## config.mk

```make
export PLATFORM = sky130hd
export DESIGN_NAME = i2c_irq_regbank
export DESIGN_NICKNAME = d
export VERILOG_FILES = /design/src/rtl/irqb_pkg.sv /design/src/rtl/irqb_decode.sv /design/src/rtl/irqb_status.sv /design/src/rtl/irqb_mask.sv /design/src/rtl/irqb_rstkey.sv /design/src/rtl/i2c_irq_regbank.sv
export SDC_FILE = /design/constraint.sdc
export NUM_CORES = 1
export LEC_CHECK = 0
export CAP_MARGIN = 20
export CORE_UTILIZATION = 35
export CTS_CLUSTER_SIZE = 24
export DETAILED_ROUTE_END_ITERATION = 10
export GPL_TIMING_DRIVEN = 0
export PLACE_DENSITY = 0.76
export SLEW_MARGIN = 40
export SYNTH_ARGS = -nofsm -noshare
export SYNTH_HDL_FRONTEND = slang
export SYNTH_SLANG_ARGS = --single-unit
```

## constraint.sdc

```tcl
create_clock -name clk -period 0.8 [get_ports clk]
set_input_delay 0.16 -clock clk [delete_from_list [all_inputs] [get_ports clk]]
set_output_delay 0.16 -clock clk [all_outputs]
set_load 0.05 [all_outputs]
```

## src/rtl/irqb_pkg.sv

```systemverilog
package irqb_pkg;

  // One-hot select of the register addressed by an access.
  typedef struct packed {
    logic gie;
    logic sts;
    logic ena;
    logic rst;
  } irqb_sel_t;

  localparam int unsigned IRQB_DATA_W = 32;
  localparam int unsigned IRQB_ADDR_W = 8;

endpackage

```

## src/rtl/irqb_decode.sv

```systemverilog
module irqb_decode #(
  parameter int unsigned ADDR_W  = 8,
  parameter int unsigned OFF_GIE = 'h1C,
  parameter int unsigned OFF_STS = 'h20,
  parameter int unsigned OFF_ENA = 'h28,
  parameter int unsigned OFF_RST = 'h40
) (
  input  logic [ADDR_W-1:0]   addr,
  output irqb_pkg::irqb_sel_t sel
);

  always_comb begin
    sel     = '0;
    sel.gie = (addr == ADDR_W'(OFF_GIE));
    sel.sts = (addr == ADDR_W'(OFF_STS));
    sel.ena = (addr == ADDR_W'(OFF_ENA));
    sel.rst = (addr == ADDR_W'(OFF_RST));
  end

endmodule

```

## src/rtl/irqb_status.sv

```systemverilog
module irqb_status #(
  parameter int unsigned NUM_EVT = 8
) (
  input  logic               clk,
  input  logic               rst_n,
  input  logic [NUM_EVT-1:0] evt_i,
  input  logic               clr_we,
  input  logic [NUM_EVT-1:0] clr_mask,
  input  logic               flush,
  output logic [NUM_EVT-1:0] st_o
);

  logic [NUM_EVT-1:0] st_q;
  logic [NUM_EVT-1:0] st_d;
  logic [NUM_EVT-1:0] st_ce;

  // One sticky cell per event; a new event outranks a clear, a flush outranks both.
  for (genvar gi = 0; gi < NUM_EVT; gi++) begin : g_cell
    always_comb begin
      st_ce[gi] = flush | evt_i[gi] | (clr_we & clr_mask[gi]);
      if (flush) begin
        st_d[gi] = 1'b0;
      end else if (evt_i[gi]) begin
        st_d[gi] = 1'b1;
      end else begin
        st_d[gi] = 1'b0;
      end
    end

    always_ff @(posedge clk or negedge rst_n) begin
      if (!rst_n) begin
        st_q[gi] <= 1'b0;
      end else if (st_ce[gi]) begin
        st_q[gi] <= st_d[gi];
      end
    end
  end

  assign st_o = st_q;

endmodule

```

## src/rtl/irqb_mask.sv

```systemverilog
module irqb_mask #(
  parameter int unsigned NUM_EVT = 8,
  parameter int unsigned DATA_W  = 32,
  parameter int unsigned GIE_BIT = 31
) (
  input  logic               clk,
  input  logic               rst_n,
  input  logic               en_we,
  input  logic               gie_we,
  input  logic [DATA_W-1:0]  wdata,
  input  logic               flush,
  input  logic [NUM_EVT-1:0] st_i,
  output logic [NUM_EVT-1:0] en_o,
  output logic               gie_o,
  output logic               irq_o
);

  logic [NUM_EVT-1:0] en_q, en_d;
  logic               gie_q, gie_d;
  logic               en_ce, gie_ce;
  logic [NUM_EVT-1:0] pend;

  always_comb begin
    en_ce  = flush | en_we;
    gie_ce = flush | gie_we;
    en_d   = flush ? '0   : wdata[NUM_EVT-1:0];
    gie_d  = flush ? 1'b0 : wdata[GIE_BIT];
  end

  always_ff @(posedge clk or negedge rst_n) begin
    if (!rst_n) begin
      en_q <= '0;
    end else if (en_ce) begin
      en_q <= en_d;
    end
  end

  always_ff @(posedge clk or negedge rst_n) begin
    if (!rst_n) begin
      gie_q <= 1'b0;
    end else if (gie_ce) begin
      gie_q <= gie_d;
    end
  end

  assign pend  = st_i & en_q;
  assign irq_o = gie_q & (|pend);
  assign en_o  = en_q;
  assign gie_o = gie_q;

endmodule

```

## src/rtl/irqb_rstkey.sv

```systemverilog
module irqb_rstkey #(
  parameter int unsigned DATA_W = 32,
  parameter int unsigned KEY    = 'hA
) (
  input  logic              clk,
  input  logic              rst_n,
  input  logic              we,
  input  logic [DATA_W-1:0] wdata,
  output logic              hit_o,
  output logic              pulse_o
);

  logic pulse_q;

  assign hit_o = we & (wdata == DATA_W'(KEY));

  always_ff @(posedge clk or negedge rst_n) begin
    if (!rst_n) begin
      pulse_q <= 1'b0;
    end else begin
      pulse_q <= hit_o;
    end
  end

  assign pulse_o = pulse_q;

endmodule

```

## src/rtl/i2c_irq_regbank.sv

```systemverilog
module i2c_irq_regbank #(
  parameter int unsigned NUM_EVT = 8,
  parameter int unsigned DATA_W  = irqb_pkg::IRQB_DATA_W,
  parameter int unsigned ADDR_W  = irqb_pkg::IRQB_ADDR_W,
  parameter int unsigned OFF_GIE = 'h1C,
  parameter int unsigned OFF_STS = 'h20,
  parameter int unsigned OFF_ENA = 'h28,
  parameter int unsigned OFF_RST = 'h40,
  parameter int unsigned KEY     = 'hA
) (
  input  logic               clk,
  input  logic               rst_n,
  input  logic               req_valid,
  input  logic               req_write,
  input  logic [ADDR_W-1:0]  req_addr,
  input  logic [DATA_W-1:0]  req_wdata,
  output logic [DATA_W-1:0]  rd_data,
  input  logic [NUM_EVT-1:0] evt_i,
  output logic               irq_o,
  output logic               ctl_rst_o
);

  localparam int unsigned GIE_BIT = DATA_W - 1;

  // Reset: asserted asynchronously, released through two flops.
  logic [1:0] rst_sync_q;
  logic       rst_sync_n;

  always_ff @(posedge clk or negedge rst_n) begin
    if (!rst_n) begin
      rst_sync_q <= 2'b00;
    end else begin
      rst_sync_q <= {rst_sync_q[0], 1'b1};
    end
  end

  assign rst_sync_n = rst_sync_q[1];

  irqb_pkg::irqb_sel_t sel;
  logic                wr, rd;
  logic                key_hit;
  logic [NUM_EVT-1:0]  st_q;
  logic [NUM_EVT-1:0] en_q;
  logic                gie_q;
  logic [DATA_W-1:0]   rd_mux;
  logic [DATA_W-1:0]   rd_q;

  assign wr = req_valid &  req_write;
  assign rd = req_valid & ~req_write;

  irqb_decode #(
    .ADDR_W (ADDR_W),
    .OFF_GIE(OFF_GIE),
    .OFF_STS(OFF_STS),
    .OFF_ENA(OFF_ENA),
    .OFF_RST(OFF_RST)
  ) u_decode (
    .addr(req_addr),
    .sel (sel)
  );

  irqb_rstkey #(
    .DATA_W(DATA_W),
    .KEY   (KEY)
  ) u_rstkey (
    .clk    (clk),
    .rst_n  (rst_sync_n),
    .we     (wr & sel.rst),
    .wdata  (req_wdata),
    .hit_o  (key_hit),
    .pulse_o(ctl_rst_o)
  );

  irqb_status #(
    .NUM_EVT(NUM_EVT)
  ) u_status (
    .clk     (clk),
    .rst_n   (rst_sync_n),
    .evt_i   (evt_i),
    .clr_we  (wr & sel.sts),
    .clr_mask(req_wdata[NUM_EVT-1:0]),
    .flush   (key_hit),
    .st_o    (st_q)
  );

  irqb_mask #(
    .NUM_EVT(NUM_EVT),
    .DATA_W (DATA_W),
    .GIE_BIT(GIE_BIT)
  ) u_mask (
    .clk   (clk),
    .rst_n (rst_sync_n),
    .en_we (wr & sel.ena),
    .gie_we(wr & sel.gie),
    .wdata (req_wdata),
    .flush (key_hit),
    .st_i  (st_q),
    .en_o  (en_q),
    .gie_o (gie_q),
    .irq_o (irq_o)
  );

  // Read path: select, then register on the request edge.
  always_comb begin
    rd_mux = '0;
    unique case (1'b1)
      sel.sts: rd_mux = DATA_W'(st_q);
      sel.ena: rd_mux = DATA_W'(en_q);
      sel.gie: rd_mux[GIE_BIT] = gie_q;
      default: rd_mux = '0;
    endcase
  end

  always_ff @(posedge clk or negedge rst_sync_n) begin
    if (!rst_sync_n) begin
      rd_q <= '0;
    end else if (rd) begin
      rd_q <= rd_mux;
    end
  end

  assign rd_data = rd_q;

endmodule

```

======== Yosys cells after proc, flatten, opt, wreduce, memory -nomap -nowiden ========
Index checks and enable logic that the tools add are counted.
operators by class
  bitwise logic cells ..................... 36
  order comparisons ....................... 0
  equal/unequal tests ..................... 5
  mux-type cells .......................... 20
  divide/modulo/power cells ............... 0
  shift operators ......................... 0
  reduce and logical (&&, ||, !) cells .... 1
  add/subtract/negate cells ............... 0
  multiply operators ...................... 0
operators by type and width
  kind                                                   count
  equality test 32 x 4 -> 1 bit (second input constant)  1
  2-to-1 mux 1 bit                                       18
  bitwise OR 1 bit                                       18
  AND 1 bit                                              16
  equality test 8 x 6 -> 1 bit (second input constant)   2
  one-hot mux 8 bit (2 select lines)                     1
  AND 8 bit                                              1
  equality test 8 x 5 -> 1 bit (second input constant)   1
  equality test 8 x 7 -> 1 bit (second input constant)   1
  2-to-1 mux 8 bit                                       1
  OR reduction 8 bit                                     1
  NOT 1 bit                                              1
storage, ports and cells
  bits in latches ......................... 0
  memories kept ........................... 0
  register bits after elaboration ......... 52
  RAM bits ................................ 0
  input port bits ......................... 52
  output and inout bits ................... 34
  ROM bits ................................ 0
  logic and storage cells ................. 75

======== Logic depth before layout (Yosys ltp) ========
  word-level depth ........................ 5
  depth in mapped cells ................... 6
  depth with buffers taken out ............ 4

======== By module ========
From an unflattened synthesis, not the netlist that was laid out.
unflattened totals
  cells, all modules ...................... 155
  area, all modules ....................... 1694.1 um2
by module, submodules not included
  module           area an instance (um2)  times used  cells an instance
  i2c_irq_regbank  728.2                   1           63
  irqb_mask        407.9                   1           35
  irqb_status      359.1                   1           34
  irqb_rstkey      128.9                   1           13
  irqb_decode      70.1                    1           10

======== Worst setup path after synthesis ========
Ideal clock, no wire load.
  path type ............................... input-to-reg
  from .................................... input req_addr[2]
  to ...................................... register u_mask.en_q[0], in the netlist u_mask.en_o[0]
  arrival time ............................ 1.389 ns
  stages .................................. 5
  setup slack ............................. -0.709 ns
  setup time .............................. 0.119 ns
  required time ........................... 0.681 ns
  cells stage by stage .................... nor4_4 nand2_2 nor4_4 buf_6 nor2_1
between the ends
  word-level cells in the longest chain between the ends .. 4
  elaborated cells between the ends (all ways) .. 7
  those cells by class .................... 2 x eq/ne; 1 x mux; 4 x bitwise
RTL lines
  item                                                         RTL line                          text
  start, declared                                              i2c_irq_regbank.sv:15             input logic [ADDR_W-1:0] req_addr,
  equality test 8 x 7 -> 1 bit                                 irqb_decode.sv:17                 sel.rst = (addr == ADDR_W'(OFF_RST));
  AND 1 bit                                                    i2c_irq_regbank.sv:68             .we (wr & sel.rst),
  AND 1 bit                                                    irqb_rstkey.sv:15                 assign hit_o = we & (wdata == DATA_W'(KEY));
  2-to-1 mux 8 bit / bitwise OR 1 bit (equally long branches)  irqb_mask.sv:26, irqb_mask.sv:24
  end signal, assigned                                         irqb_mask.sv:34                   en_q <= en_d;
  end, declared                                                irqb_mask.sv:18                   logic [NUM_EVT-1:0] en_q, en_d;
Several ways; a longest one is shown, not always the timed one.
A chain may end at the register's enable or synchronous reset.

======== Final worst setup path ========
  from .................................... register u_status.st_q[2], in the netlist u_status.st_o[2]
  to ...................................... output irq_o
between the ends
  word-level cells in the longest chain between the ends .. 3
RTL lines
  item                             RTL line               text
  start, declared                  irqb_status.sv:13      logic [NUM_EVT-1:0] st_q;
  start signal, assigned by index  irqb_status.sv:34      st_q[gi] <= st_d[gi];
  AND 8 bit                        irqb_mask.sv:46        assign pend = st_i & en_q;
  OR reduction 8 bit               irqb_mask.sv:47        assign irq_o = gie_q & (|pend);
  AND 1 bit                        irqb_mask.sv:47
  end, declared                    i2c_irq_regbank.sv:19  output logic irq_o,
Every way passes these cells.

==> run metrics <==
clock root buffer clkbuf_8; Area Growth Syn to Fin 96.3%; crit path to irq_o; WL/cell between 15 and 20 um; Setup Skew between 0.007 and 0.008 ns; WL final 5580 um; sw power between 0.001 and 0.0015 W; switching share of total power between 30% and 40%; most common cell after layout, fill and taps aside buf_4; fin area 3140 um^2; Crit Path Max Fanout 3; Num CTS Buffers 5; initial antenna violation count 0; Skew-Pair Late Insertion Delay ~0.28 ns; # IOs 86; PortBufs 62; Fmax 0.695 GHz; gpl congestion just under 0.8; first-pass GRT wire length about 8400 um; post-synthesis cell area approximately 1600 um^2; setup violators final 38; Clock Power Share between 30% and 40%; row cnt 24; critical path class register to output pin; Power Dens Cells 1310 nW/um^2; Logic pwr share 30.9%; Residual DRC 0; VDD IR max just under 0.9 mV; number of global-route vias before repair 1,749; Mean Syn Cell Area 9.77 um^2; Post-synth EDFFs 0; post-synthesis sequential area ratio a little under half; Reg power frac around two fifths; Placed Area approximately 2500 um^2; Req. time, crit path approximately 0.64 ns; Top Layer Used met4; CTS tree yes; CTS sink cnt 29; Syn Inst Count ~160; vias per cell between 5 and 6; H-tree Lvls 2; Max Cap Violations 0; R2R Path Start u_mask.gie_o; DR WL met2 2890 um; chip height slightly below 70 um; Remaining Overflow, GRT 0; fraction of layout cells with a size suffix above 1 ~63%; #FFs+latches synth 29; RSZ-0062 raised after global routing true; Worst Reg2Reg Path Length in Cells 3; Met3 Wirelength 342 um; final hold viol count 0; most frequent cells in the layout buf_4 (54), dfrtp_1 (28), buf_6 (27), conb_1 (24), buf_2 (18); Hold Crit Class primary input to asynchronous set/reset pin; worst reg2reg setup slack -0.20 ns; startpoint types register; period utilisation layout 180%; DIE AREA around 4900 um^2; First-pass DRT Iterations 4; outcome complete, but fails checks; CP Capture Type output pin; ys async rst share 100%; core area about 4400 um^2; Post-DP HPWL 3210 um; failing checks negative setup slack; Hold Buf Count CTS 0; yosys warns 0; Design Power 0.00411 W; vias between 1.5k and 2k; WL met1 around 2200 um; Longest Clk Path Bufs 2; Die Width 69.6 um; Final min period 1.44 ns; WP data arrival roughly 1.3 ns; largest net degree at the start of global routing 28; Reg2Reg Capture Point rd_data[31]; drt initial violations ~100; Final #Nets roughly 350; final worst setup slack -0.640 ns; Slew Limit Fails 0; top_reg_cell synth dfrtp_1; initial core utilization between 30% and 40%; antenna violation net count after detailed routing 0; Setup crit start u_status.st_o[2]; Ant. Diodes 0; GRT Util Overall between 20% and 30%; P_int 0.00279 W; clock transition at the registers of the reported paths approximately 0.060 ns; LEAKAGE 1.43 nW; Yosys cell types 30
## stage by stage
step	instances	setup TNS (ns)	utilization, %	worst slack, ns	hold slack [ns]
floorplan	186	-13.11	-	-0.569	-0.136
global placement	300	-43.62	56.8	-1.59	0.295
detailed placement	300	-44.12	56.8	-1.61	0.297
CTS	338	-10.28	67.0	-0.617	0.0330
global route	347	-13.06	71.7	-0.680	0.0369
finish	347	-11.51	71.7	-0.640	0.0378
## power groups by stage
| stage | combinational, W | clock, W | sequential, W |
|---|---|---|---|
| after global placement | 0.00105 | 0 | 0.00162 |
| after CTS | 0.00116 | 0.00125 | 0.00161 |
| after global routing | 0.00132 | 0.00132 | 0.00162 |
| final | 0.00127 | 0.00123 | 0.00161 |
| after floorplan | 0.000460 | 0 | 0.00178 |
| after detailed placement | 0.00105 | 0 | 0.00162 |
## timing repair
item | CTS | global route
endpoints found under the setup margin | 38 | 65
cloned | 1 | 0
pin swaps | 51 | 23
resized for setup | 270 | 47
buffers inserted | 31 | 11
## worst max-delay path, stage by stage, from the launching register on
cell	delay [ns]
dfrtp_1	0.42
a22oi_2	0.25
a41oi_4	0.15
buf_6	0.18
## layout make-up
class	instances	area [um^2]
multi-input cells	126	1110
repair buffers	103	923
clock buffers	8	90.1
flip-flops and latches	29	729
inverters	1	3.75
plain buffers	28	219
well taps	52	65.1
fillers	293	1240
## layer usage
layer | vias to the layer above | global-route usage [%]
met2 | 73 | 38.9
met4 | 0 | 8.67
met1 | 843 | 27.3
met5 | - | 0
met3 | 11 | 4.65
li1 | 814 | -
## state kept, by name, summed over array words and instances, names as in the netlist
register	count
u_mask.en_o	8
rd_data	9
u_status.st_o	8
u_rstkey.pulse_o	1
u_mask.gie_o	1
rst_sync_q	2
## cells in the mapped netlist, types with 2 or more instances
cell	number	area (um^2)
a21oi_1	16	80.1
a22oi_1	12	90.1
buf_2	3	15.0
buf_4	23	173
clkbuf_1	3	11.3
conb_1	2	7.51
dfrtp_1	29	726
mux2i_1	9	90.1
nand2_1	3	11.3
nand4_1	9	56.3
nor2_1	26	97.6
nor3_1	3	15.0
nor4_1	7	43.8
nor4_4	2	42.5
nor4b_1	2	17.5
## worst min path at each step
stage,end,cells past startpoint,slack (ns)
after floorplan,rst_sync_q[0],0,-0.14
after global placement,rd_data[7],0,0.30
after detailed placement,rd_data[6],0,0.30
after CTS,rst_sync_q[0],1,0.03
after global routing,rst_sync_q[1],1,0.04
final,rst_sync_q[1],1,0.04
## kinds of logic (layout without fill, tap and decap cells)
kind of cell / count (synthesis) / in the layout / synth area share, %
AO/OA/AOI/OAI: 29 / 29 / 11.2
buffers and inverters: 31 / 140 / 13.4
flip-flops: 29 / 29 / 45.3
multiplexers: 10 / 10 / 6.33
other: 2 / 24 / 0.469
AND/OR/NAND/NOR: 63 / 63 / 23.4
Note: power is estimated with default switching activity, not from simulation.
